<file path="src/rtl/logmul_pkg.sv">
package logmul_pkg;
  function automatic int unsigned idx_bits(input int unsigned w);
    return (w > 1) ? $clog2(w) : 1;
  endfunction
endpackage

</file>
<file path="src/rtl/logmul_rst_sync.sv">
module logmul_rst_sync (
  input  logic clk,
  input  logic rst_n,
  output logic rst_sync_n
);
  logic [1:0] sync_q;

  always_ff @(posedge clk or negedge rst_n) begin
    if (!rst_n) sync_q <= 2'b00;
    else        sync_q <= {sync_q[0], 1'b1};
  end

  assign rst_sync_n = sync_q[1];
endmodule

</file>
<file path="src/rtl/logmul_lod.sv">
module logmul_lod #(
  parameter int unsigned W  = 8,
  parameter int unsigned IW = 3
) (
  input  logic [W-1:0]  vec,
  output logic [IW-1:0] idx
);
  always_comb begin
    idx = '0;
    for (int unsigned i = 0; i < W; i++) begin
      if (vec[i]) idx = IW'(i);
    end
  end
endmodule

</file>
<file path="src/rtl/logmul_term.sv">
module logmul_term #(
  parameter int unsigned W  = 8,
  parameter int unsigned IW = 3,
  localparam int unsigned PW = 2 * W
) (
  input  logic [W-1:0]  res_x,
  input  logic [W-1:0]  res_y,
  output logic [W-1:0]  rem_x,
  output logic [W-1:0]  rem_y,
  output logic [PW-1:0] term
);
  logic [IW-1:0] pos_x, pos_y;
  logic [IW:0]   pos_sum;

  logmul_lod #(.W(W), .IW(IW)) i_lod_x (.vec(res_x), .idx(pos_x));
  logmul_lod #(.W(W), .IW(IW)) i_lod_y (.vec(res_y), .idx(pos_y));

  assign rem_x   = res_x ^ (W'(1) << pos_x);
  assign rem_y   = res_y ^ (W'(1) << pos_y);
  assign pos_sum = {1'b0, pos_x} + {1'b0, pos_y};
  assign term    = (PW'(1) << pos_sum) + (PW'(rem_y) << pos_x) + (PW'(rem_x) << pos_y);
endmodule

</file>
<file path="src/rtl/logmul_iter.sv">
module logmul_iter #(
  parameter int unsigned W  = 8,
  parameter int unsigned LW = 4
) (
  input  logic              clk,
  input  logic              rst_n,
  input  logic              start,
  input  logic [W-1:0]      a,
  input  logic [W-1:0]      b,
  input  logic [LW-1:0]     iter_limit,
  output logic [2*W-1:0]    product,
  output logic              done
);
  import logmul_pkg::*;
  localparam int unsigned PW = 2 * W;
  localparam int unsigned IW = idx_bits(W);

  logic          rst_sync_n;
  logic          busy_q, busy_d;
  logic          done_q, done_d;
  logic [W-1:0]  res_x_q, res_x_d, res_y_q, res_y_d;
  logic [PW-1:0] acc_q, acc_d;
  logic [LW-1:0] cnt_q, cnt_d, lim_q, lim_d;
  logic [W-1:0]  rem_x, rem_y;
  logic [PW-1:0] term;
  logic          finish, load_en, step_en;

  logmul_rst_sync i_rst_sync (.clk(clk), .rst_n(rst_n), .rst_sync_n(rst_sync_n));

  logmul_term #(.W(W), .IW(IW)) i_term (
    .res_x(res_x_q), .res_y(res_y_q), .rem_x(rem_x), .rem_y(rem_y), .term(term)
  );

  assign finish  = busy_q && ((res_x_q == '0) || (res_y_q == '0) || (cnt_q == lim_q));
  assign step_en = busy_q && !finish;
  assign load_en = !busy_q && start;

  always_comb begin
    busy_d  = busy_q;
    done_d  = 1'b0;
    res_x_d = res_x_q;
    res_y_d = res_y_q;
    acc_d   = acc_q;
    cnt_d   = cnt_q;
    lim_d   = lim_q;
    if (load_en) begin
      busy_d  = 1'b1;
      res_x_d = a;
      res_y_d = b;
      acc_d   = '0;
      cnt_d   = '0;
      lim_d   = iter_limit;
    end else if (finish) begin
      busy_d = 1'b0;
      done_d = 1'b1;
    end else if (step_en) begin
      res_x_d = rem_x;
      res_y_d = rem_y;
      acc_d   = acc_q + term;
      cnt_d   = cnt_q + LW'(1);
    end
  end

  always_ff @(posedge clk or negedge rst_sync_n) begin
    if (!rst_sync_n) begin
      busy_q  <= 1'b0;
      done_q  <= 1'b0;
      res_x_q <= '0;
      res_y_q <= '0;
      acc_q   <= '0;
      cnt_q   <= '0;
      lim_q   <= '0;
    end else begin
      busy_q <= busy_d;
      done_q <= done_d;
      if (load_en || step_en) begin
        res_x_q <= res_x_d;
        res_y_q <= res_y_d;
        acc_q   <= acc_d;
        cnt_q   <= cnt_d;
      end
      if (load_en) lim_q <= lim_d;
    end
  end

  assign product = acc_q;
  assign done    = done_q;
endmodule

</file>
<file path="config.mk">
export PLATFORM = sky130hd
export DESIGN_NAME = logmul_iter
export DESIGN_NICKNAME = d
export VERILOG_FILES = /design/src/rtl/logmul_pkg.sv /design/src/rtl/logmul_rst_sync.sv /design/src/rtl/logmul_lod.sv /design/src/rtl/logmul_term.sv /design/src/rtl/logmul_iter.sv
export SDC_FILE = /design/constraint.sdc
export NUM_CORES = 1
export LEC_CHECK = 0
export ABC_AREA = 1
export CELL_PAD_IN_SITES_DETAIL_PLACEMENT = 0
export CELL_PAD_IN_SITES_GLOBAL_PLACEMENT = 2
export CORE_AREA = 2 2 116 174
export DETAILED_ROUTE_END_ITERATION = 10
export DIE_AREA = 0 0 118 176
export GPL_ROUTABILITY_DRIVEN = 0
export MAX_ROUTING_LAYER = met4
export PLACE_DENSITY = 0.76
export SLEW_MARGIN = 10
export SYNTH_ARGS = -nofsm -noshare
export SYNTH_HDL_FRONTEND = slang
export SYNTH_HIERARCHICAL = 1
export SYNTH_SLANG_ARGS = --single-unit
</file>
<file path="constraint.sdc">
create_clock -name clk -period 1.25 [get_ports clk]
set_clock_uncertainty 0.05 [all_clocks]
set_input_delay 0.25 -clock clk [delete_from_list [all_inputs] [get_ports clk]]
set_output_delay 0.25 -clock clk [all_outputs]
set_load 0.05 [all_outputs]
</file>
==> results of run 1 <==
==> what timing repair did <==
item,4_1_cts,5_1_grt
buffers inserted,16,25
pin swaps,49,66
setup endpoints to repair,53,54
gates resized for setup,165,146
gates cloned,1,1
==> registers in the layout, summed over array words and instances, names as in the netlist <==
signal             count
busy_q                 1
cnt_q                  4
done                   1
i_rst_sync/sync_q      2
lim_q                  4
product               16
res_x_q                8
res_y_q                8
==> cell families after synthesis <==
logic type               count (synthesis)  synth area share [%]
AND/OR/NAND/NOR                        580                  45.8
buffers and inverters                  163                  12.3
adder cells (fa/ha/maj)                 51                  14.1
AO/OA/AOI/OAI                           46                  4.44
flip-flops                              44                  20.1
XOR/XNOR                                19                  3.04
other                                    1                0.0686
==> cells in the final DEF (no fill, tap or decap), types with 7 or more instances in the layout <==
cell / netlist / final
buf_6: 2 / 44
inv_2: 13 / 26
ha_4: 0 / 21
dfrtp_1: 44 / 42
buf_4: 7 / 176
a21oi_1: 24 / 11
ha_1: 33 / 11
nand2_2: 2 / 67
fa_1: 18 / 14
nand2_1: 326 / 249
nor2_4: 1 / 8
nand4_1: 20 / 20
nand3_2: 0 / 26
clkdlybuf4s50_1: 0 / 22
nor2_1: 45 / 29
nand3_4: 1 / 7
nand3_1: 164 / 132
nand2_4: 0 / 12
nor2_2: 1 / 10
buf_12: 0 / 26
inv_1: 117 / 96
xor2_1: 15 / 8
a21oi_2: 0 / 10
o21ai_1: 8 / 11
==> cell type report <==
type | instances | area, sq um
flip-flops and latches | 44 | 1100
repair buffers | 272 | 2650
fillers | 1908 | 9530
inverters | 131 | 529
multi-input cells | 697 | 4860
clock inverters | 3 | 47.5
clock buffers | 5 | 125
well taps | 256 | 320
==> per-stage QoR <==
step / setup WS (ns) / TNS (ns) / hold WS [ns] / utilization [%]
2_1_floorplan: -3.23 / -50.78 / -0.0956 / -
3_3_place_gp: -3.81 / -66.91 / 0.206 / 41.1
3_5_place_dp: -3.81 / -67.24 / 0.212 / 41.1
4_1_cts: -3.51 / -61.46 / 0.0377 / 46.5
5_1_grt: -3.84 / -68.36 / 0.0452 / 50.2
6_report: -3.47 / -61.05 / 0.0450 / 50.2
==> worst max-delay path by stage <==
stage | startpoint | end | depth (start not counted)
finish | res_x_q[2] | product[15] | 29
floorplan | res_y_q[2] | product[7] | 26
detailed placement | res_x_q[2] | product[13] | 29
global placement | res_x_q[2] | product[13] | 29
CTS | res_x_q[2] | product[13] | 31
global route | res_x_q[2] | product[15] | 30
==> per-layer routing <==
layer  vias up  part of all wire (%)  track usage [%]
met4         0                   4.8             9.19
met2        88                    56             39.9
met3        44                   1.5             1.71
li1       3367                     -                -
met5         -                     0                -
met1      3025                    38             20.5
==> impl_metrics.csv, run 1 <==
group,metric,value,unit
yosys,synth_cells,904,
hold_path,hp-class,"in -> async",
critical_path,cp-end-kind,"flop",
cells_and_area,syn2layout_area_growth,76.1,%
routing,ant_nets,0,
floorplan,dieArea,20800,sq um
timing,fmax,0.212,GHz
yosys,synthTopCellsByArea,"nand2_1 (22%), dfrtp_1 (20%), nand3_1 (15%), inv_1 (8.0%), ha_1 (7.6%)",
yosys,synth_top_area_share,22.4,%
critical_path,arrival,4.87,ns
critical_path,path_common_cell,"nand2_1",
critical_path,crit_family,"adder cells",
place,dp.cells,1367,
clock_network,path_clk_slew,0.08,ns
critical_path,critPathBufInv,4,
routing,drt_pass1_iterations,4,
timing,slew_viol_final,0,
timing,fin_crit_sh,377,%
global_routing,grt_overflow_total,0,
routing,vias,6524,
timing,setup_viol,52,
yosys,synth_area_per_cell,6.05,sq um
yosys,yosysMostFrequentCell,"nand2_1",
routing,finalWirelength,20.4,mm
critical_path,crit_type,"reg -> reg",
timing,setup_ws,-3.47,ns
yosys,ys_ff_latch,44,
cells_and_area,drive_above_1_share,42.7,%
floorplan,io_pins,40,
floorplan,rows,62,
global_routing,antenna_found_initial,0,
yosys,synth_edf_count,0,
routing,routedWlPerCell,14.5,um
yosys,yosys-top-cells-count,"nand2_1 (326), nand3_1 (164), inv_1 (117), nor2_1 (45), dfrtp_1 (44)",
global_routing,grt_max_degree,43,
yosys,syn_nets,978,
clock_network,cts_buffer_depth,2,
critical_path,r2r_end,"product[15]",
routing,drc_errors,0,
critical_path,timing.rr.start,"res_x_q[2]",
job,cap_violations,0,
timing,hold_viol_final,0,
yosys,synth_ff_type,"dfrtp_1",
cells_and_area,final_cells,1408,
place,numPortBuffers,39,
clock_network,insertion_delay,0.31,ns
clock_network,numCtsBuffers,5,
timing,rsz0062_at_grt,"true",
status,outcome,"finished with violations",
cells_and_area,diodes,0,
timing,finalCriticalPeriod,4.72,ns
yosys,seq_area_frac_synth,20.1,%
critical_path,rrSetupSlack,-3.47,ns
clock_network,cts-root-buf,"clkbuf_16",
status,violations,"negative setup slack",
global_routing,track_usage,20.5,%
yosys,synthArstFlopShare,100,%
yosys,synth.largest_area_cell,"nand2_1",
cells_and_area,final_area,9630,sq um
routing,drtIter0Drc,189,
cells_and_area,layout.nets,1225,
place,placedInstanceArea,7880,sq um
critical_path,critical_path_required,1.41,ns
clock_network,cts-hold-fix-buffers,0,
floorplan,die_h,176,um
critical_path,cp_max_fo,4,
clock_network,cts_sinks,44,
global_routing,grt_pass1_vias,6553,
critical_path,critPathMaxStageDelay,0.44,ns
floorplan,initial_core_util,28.5,%
critical_path,r2r_cells,29,
yosys,synth.distinct_cells,34,
yosys,synth.cell_area,5470,sq um
global_routing,grt_pass1_wl,32.8,mm
place,dp_hpwl,16.4,mm
clock_network,cts.htree.levels,2,
critical_path,slowest_stage,"fa_2",
yosys,ys_warn_count,6,
clock_network,cts_tree,"built",
critical_path,crit_path_start_kind,"flop",
floorplan,die_x,118,um
floorplan,coreArea,19200,sq um
routing,via_per_inst,4.63,
Power of run 1 is left out: the tool's default activity adds up to more than one toggle a clock period on the data nets, which glitch-free logic cannot reach.
==> run 2: changes to the inputs <==
- MAX_ROUTING_LAYER: met4 -> default
==> run 2 against run 1 <==
Global-route usage is 0.60 points lower. Largest cell class unchanged. Core utilization is 0.29 points lower. Design area is 0.57% lower. Via count is 0.57% higher. Non-clock buffer count is 5 higher. Critical endpoint unchanged. The run still ends with negative setup slack left. Final cell count is 0.36% higher.
==> impl_metrics.csv, run 2 (synthesis results as in run 1) <==
group,metric,value,unit
global_routing,grt_max_degree,43,
floorplan,die_x,118,um
status,violations,"negative setup slack",
hold_path,hp-class,"in -> async",
timing,setup_ws,-3.45,ns
cells_and_area,syn2layout_area_growth,75.1,%
place,placedInstanceArea,7880,sq um
routing,drtIter0Drc,158,
global_routing,track_usage,19.9,%
critical_path,cp_max_fo,5,
routing,via_per_inst,4.64,
clock_network,cts_tree,"built",
critical_path,slowest_stage,"fa_2",
clock_network,numCtsBuffers,5,
global_routing,grt_overflow_total,0,
routing,finalWirelength,20.3,mm
global_routing,antenna_found_initial,0,
timing,setup_viol,53,
clock_network,insertion_delay,0.31,ns
critical_path,cp-end-kind,"flop",
critical_path,crit_path_start_kind,"flop",
floorplan,coreArea,19200,sq um
clock_network,cts_sinks,44,
clock_network,cts-root-buf,"clkbuf_16",
critical_path,critical_path_required,1.41,ns
global_routing,grt_pass1_vias,6556,
cells_and_area,largest_reg_flops,16,
critical_path,critPathMaxStageDelay,0.50,ns
clock_network,cts-hold-fix-buffers,0,
clock_network,cts.htree.levels,2,
critical_path,arrival,4.86,ns
timing,rsz0062_at_grt,"true",
floorplan,die_h,176,um
cells_and_area,final_area,9570,sq um
routing,drc_errors,0,
timing,hold_viol_final,0,
routing,drt_pass1_iterations,6,
routing,vias,6561,
floorplan,rows,62,
cells_and_area,diodes,0,
routing,ant_nets,0,
status,outcome,"finished with violations",
floorplan,io_pins,40,
routing,routedWlPerCell,14.4,um
critical_path,crit_type,"reg -> reg",
cells_and_area,layout_commonest_cell,"nand2_1",
cells_and_area,layout.nets,1230,
critical_path,path_common_cell,"nand2_1",
timing,fmax,0.213,GHz
global_routing,grt_pass1_wl,32.8,mm
cells_and_area,final_cell_mix,"nand2_1 (258), buf_4 (180), nand3_1 (140), inv_1 (97), nand2_2 (57)",
timing,fin_crit_sh,376,%
floorplan,initial_core_util,28.5,%
clock_network,path_clk_slew,0.08,ns
cells_and_area,fill_cells,1917,
timing,finalCriticalPeriod,4.70,ns
job,cap_violations,0,
clock_network,cts_buffer_depth,2,
timing,slew_viol_final,0,
place,dp_hpwl,16.4,mm
cells_and_area,drive_above_1_share,41.3,%
place,numPortBuffers,39,
floorplan,dieArea,20800,sq um
## run 2: metal layers
| metal | vias to the layer above | routed length (um) | track usage, % |
|---|---|---|---|
| li1 | 3377 | - | - |
| met1 | 3055 | 7530 | 20.5 |
| met2 | 89 | 11500 | 39.9 |
| met3 | 40 | 347 | 1.42 |
| met4 | 0 | 950 | 9.49 |
| met5 | - | 0 | 0 |
## run 2: critical path, delay by kind of cell (launching register included)
family | cells | cell delay, ns
fa+ha+maj | 6 | 1.87
simple gates | 15 | 1.18
compound gates | 3 | 0.49
flops | 1 | 0.39
buf+inv | 5 | 0.37
xor+xnor | 1 | 0.24
## run 2: layout make-up
class | instances | area (sq um) | area share, %
clock inverter | 3 | 47.5 | 0.497
tap | 256 | 320 | 3.35
sequential | 44 | 1100 | 11.5
inverter | 131 | 539 | 5.63
clock buffer | 5 | 125 | 1.31
timing repair buffer | 277 | 2700 | 28.2
multi-input combinational | 697 | 4740 | 49.5
## run 2: final timing paths
check | slack, ns | from | end | depth (start not counted)
setup / recovery | -3.45 | res_x_q[2] | product[15] | 30
hold / removal | 0.04 | rst_n | i_rst_sync/sync_q[1] | 1
setup reg to reg | -3.45 | res_x_q[2] | product[15] | 30
hold reg to reg | 0.20 | i_rst_sync/sync_q[1] | res_x_q[3] | 1
max in group asynchronous | 0.71 | i_rst_sync/sync_q[1] | product[7] | 1
min in group clk | 0.31 | i_rst_sync/sync_q[0] | i_rst_sync/sync_q[1] | 0
## run 2: per-stage QoR
step	util [%]	setup WS, ns	hold WS [ns]	TNS (ns)	instances
2_1_floorplan	-	-3.23	-0.0956	-50.78	904
3_3_place_gp	41.1	-3.81	0.206	-66.91	1367
3_5_place_dp	41.1	-3.81	0.212	-67.24	1367
4_1_cts	46.5	-3.51	0.0377	-61.46	1390
5_1_grt	50.0	-3.83	0.0455	-69.00	1413
6_report	50.0	-3.45	0.0443	-61.58	1413
## run 2: repair_timing
action	in CTS	in global routing
resized for setup	165	123
cloned	1	0
setup buffers	16	30
endpoints found under the setup margin	53	54
pin swaps	49	57
Power of run 2 is left out for the same reason.
==> run 3: changes to the inputs <==
- CORE_AREA: 2 2 116 174 -> 2 2 100 150
- DIE_AREA: 0 0 118 176 -> 0 0 102 152
- PLACE_DENSITY: 0.76 -> 0.77
- SYNTH_HIERARCHICAL: 1 -> default
==> run 3 against run 2 <==
Clock-buffer cell count unchanged. Critical path type unchanged. Die area shrank 25%. The flow still finishes with violations (negative setup slack). First-iteration DRC count rose by 1.9%. Hold slack gained 0.014 ns. Critical path depth increased by 2. Synthesized cell count decreased by 34%. Non-clock buffer count decreased by 60. Routed wire length is 23% lower. Register-to-register slack better by 0.14 ns. Via count shrank 27%.
==> impl_metrics.csv, run 3 <==
group,metric,value,unit
status,outcome,"finished with violations",
status,violations,"negative setup slack",
critical_path,cp_max_fo,4,
clock_network,cts-hold-fix-buffers,0,
clock_network,path_clk_slew,0.08,ns
floorplan,die_x,102,um
routing,drt_pass1_iterations,4,
global_routing,grt_pass1_wl,25.6,mm
global_routing,antenna_found_initial,0,
yosys,synth_ff_type,"dfrtp_1",
yosys,seq_area_frac_synth,25.4,%
routing,vias,4761,
floorplan,rows,54,
critical_path,rrSetupSlack,-3.31,ns
routing,routedWlPerCell,15.6,um
routing,ant_nets,0,
clock_network,cts-root-buf,"clkbuf_16",
critical_path,arrival,4.76,ns
critical_path,critPathMaxStageDelay,0.53,ns
yosys,synth_area_per_cell,7.26,sq um
clock_network,cts_tree,"built",
clock_network,cts_sinks,44,
critical_path,r2r_end,"product[15]",
timing,fin_crit_sh,365,%
routing,drc_errors,0,
yosys,yosys-top-cells-count,"nand2_1 (177), inv_1 (84), nand3_1 (71), dfrtp_1 (44), fa_1 (31)",
clock_network,cts_buffer_depth,2,
yosys,synthArstFlopShare,100,%
timing,finalCriticalPeriod,4.56,ns
routing,finalWirelength,15.7,mm
clock_network,numCtsBuffers,5,
floorplan,dieArea,15500,sq um
hold_path,hp-class,"in -> async",
global_routing,grt_max_degree,43,
global_routing,grt_pass1_vias,5124,
cells_and_area,largest_reg_flops,16,
critical_path,critPathBufInv,5,
global_routing,track_usage,21.3,%
routing,wl_met1,5.95,mm
yosys,yosysMostFrequentCell,"nand2_1",
timing,fin_tns_setup,-65.32,ns
cells_and_area,diodes,0,
cells_and_area,layout_commonest_cell,"nand2_1",
timing,hold_viol_final,0,
yosys,synth_top_area_share,25.4,%
floorplan,initial_core_util,30.3,%
timing,rsz0062_at_grt,"true",
yosys,synth.largest_area_cell,"dfrtp_1",
timing,fmax,0.219,GHz
place,numPortBuffers,39,
clock_network,insertion_delay,0.30,ns
clock_network,cts.htree.levels,2,
cells_and_area,layout.nets,880,
place,dp.cells,969,
cells_and_area,final_cell_mix,"nand2_1 (148), buf_4 (143), inv_1 (72), nand3_1 (65), dfrtp_1 (42)",
job,cap_violations,0,
routing,top_layer_used,"met4",
floorplan,io_pins,40,
critical_path,crit_family,"adder cells",
yosys,ys_warn_count,0,
critical_path,path_common_cell,"nand2_2",
critical_path,crit_path_start_kind,"flop",
timing,slew_viol_final,0,
yosys,synth.distinct_cells,37,
floorplan,coreArea,14300,sq um
routing,met3_length,270,um
timing,setup_ws,-3.31,ns
yosys,synth.cell_area,4340,sq um
cells_and_area,syn2layout_area_growth,71.8,%
critical_path,crit_type,"reg -> reg",
routing,wl_met2,8.78,mm
place,dp_hpwl,11.8,mm
critical_path,cp-end-kind,"flop",
timing,setup_viol,51,
routing,via_per_inst,4.74,
cells_and_area,drive_above_1_share,41.2,%
critical_path,timing.rr.start,"res_x_q[2]",
critical_path,slowest_stage,"fa_1",
critical_path,critical_path_required,1.45,ns
yosys,ys_ff_latch,44,
yosys,synthTopCellsByArea,"dfrtp_1 (25%), nand2_1 (15%), fa_1 (14%), nand3_1 (8.2%), inv_1 (7.3%)",
global_routing,grt_overflow_total,0,
cells_and_area,final_cells,1004,
routing,drtIter0Drc,161,
floorplan,die_h,152,um
yosys,synth_edf_count,0,
critical_path,r2r_cells,32,
yosys,synth_cells,597,
## run 3: cell types whose count changed in the layout (fill, tap and decap cells not counted), sizes merged, moves of 7 or more
| cell | previous run | this run |
|---|---|---|
| nand4 | 20 | 8 |
| o22ai | 0 | 7 |
| buf | 254 | 195 |
| nand2 | 328 | 179 |
| nor2 | 47 | 19 |
| nand3 | 165 | 73 |
| fa | 18 | 31 |
| inv | 129 | 90 |
| o211ai | 2 | 14 |
| ha | 33 | 19 |
| xor2 | 15 | 4 |
| o21ai | 17 | 32 |
## run 3: cell type report
type	instances	area [sq um]
multi-input cells	447	3440
inverters	92	373
clock inverters	3	46.3
flip-flops and latches	44	1100
well taps	196	245
clock buffers	5	125
fillers	1390	6880
repair buffers	217	2120
## run 3: repair_timing
| action | CTS | global route |
|---|---|---|
| resized for setup | 125 | 44 |
| gates cloned | 3 | 0 |
| endpoints found under the setup margin | 57 | 57 |
| setup buffers | 26 | 7 |
| pin swaps | 42 | 21 |
## run 3: worst max-delay path by stage
stage,startpoint,to,slack (ns),depth (start not counted)
finish,res_x_q[2],product[15],-3.31,32
global route,res_x_q[2],product[11],-3.56,27
CTS,res_x_q[2],product[11],-3.29,30
detailed placement,res_x_q[2],product[11],-3.58,27
global placement,res_y_q[2],product[11],-3.53,27
floorplan,res_y_q[2],product[11],-3.23,31
## run 3: cells by family after synthesis
kind of cell | Yosys count | synth area share (%)
XOR/XNOR | 11 | 2.22
buffers and inverters | 107 | 10.0
flip-flops | 44 | 25.4
AND/OR/NAND/NOR | 297 | 30.0
other | 2 | 0.173
AO/OA/AOI/OAI | 86 | 12.4
adder cells (fa/ha/maj) | 50 | 19.8
## run 3: per-layer routing
metal / up-vias / global-route usage, %
li1: 2348 / -
met1: 2281 / 24.3
met2: 91 / 40.0
met3: 41 / 1.84
met4: 0 / 7.56
met5: - / 0
## run 3: through the flow
stage	area [sq um]	setup WS, ns	utilization, %	hold WS (ns)
after floorplan	4420	-3.23	-	-0.0956
after global placement	6290	-3.53	43.9	0.201
after detailed placement	6290	-3.58	43.9	0.213
after CTS	7270	-3.29	50.8	0.0568
after global routing	7450	-3.56	52.0	0.0578
final	7450	-3.31	52.0	0.0580
Power of run 3 is left out for the same reason.
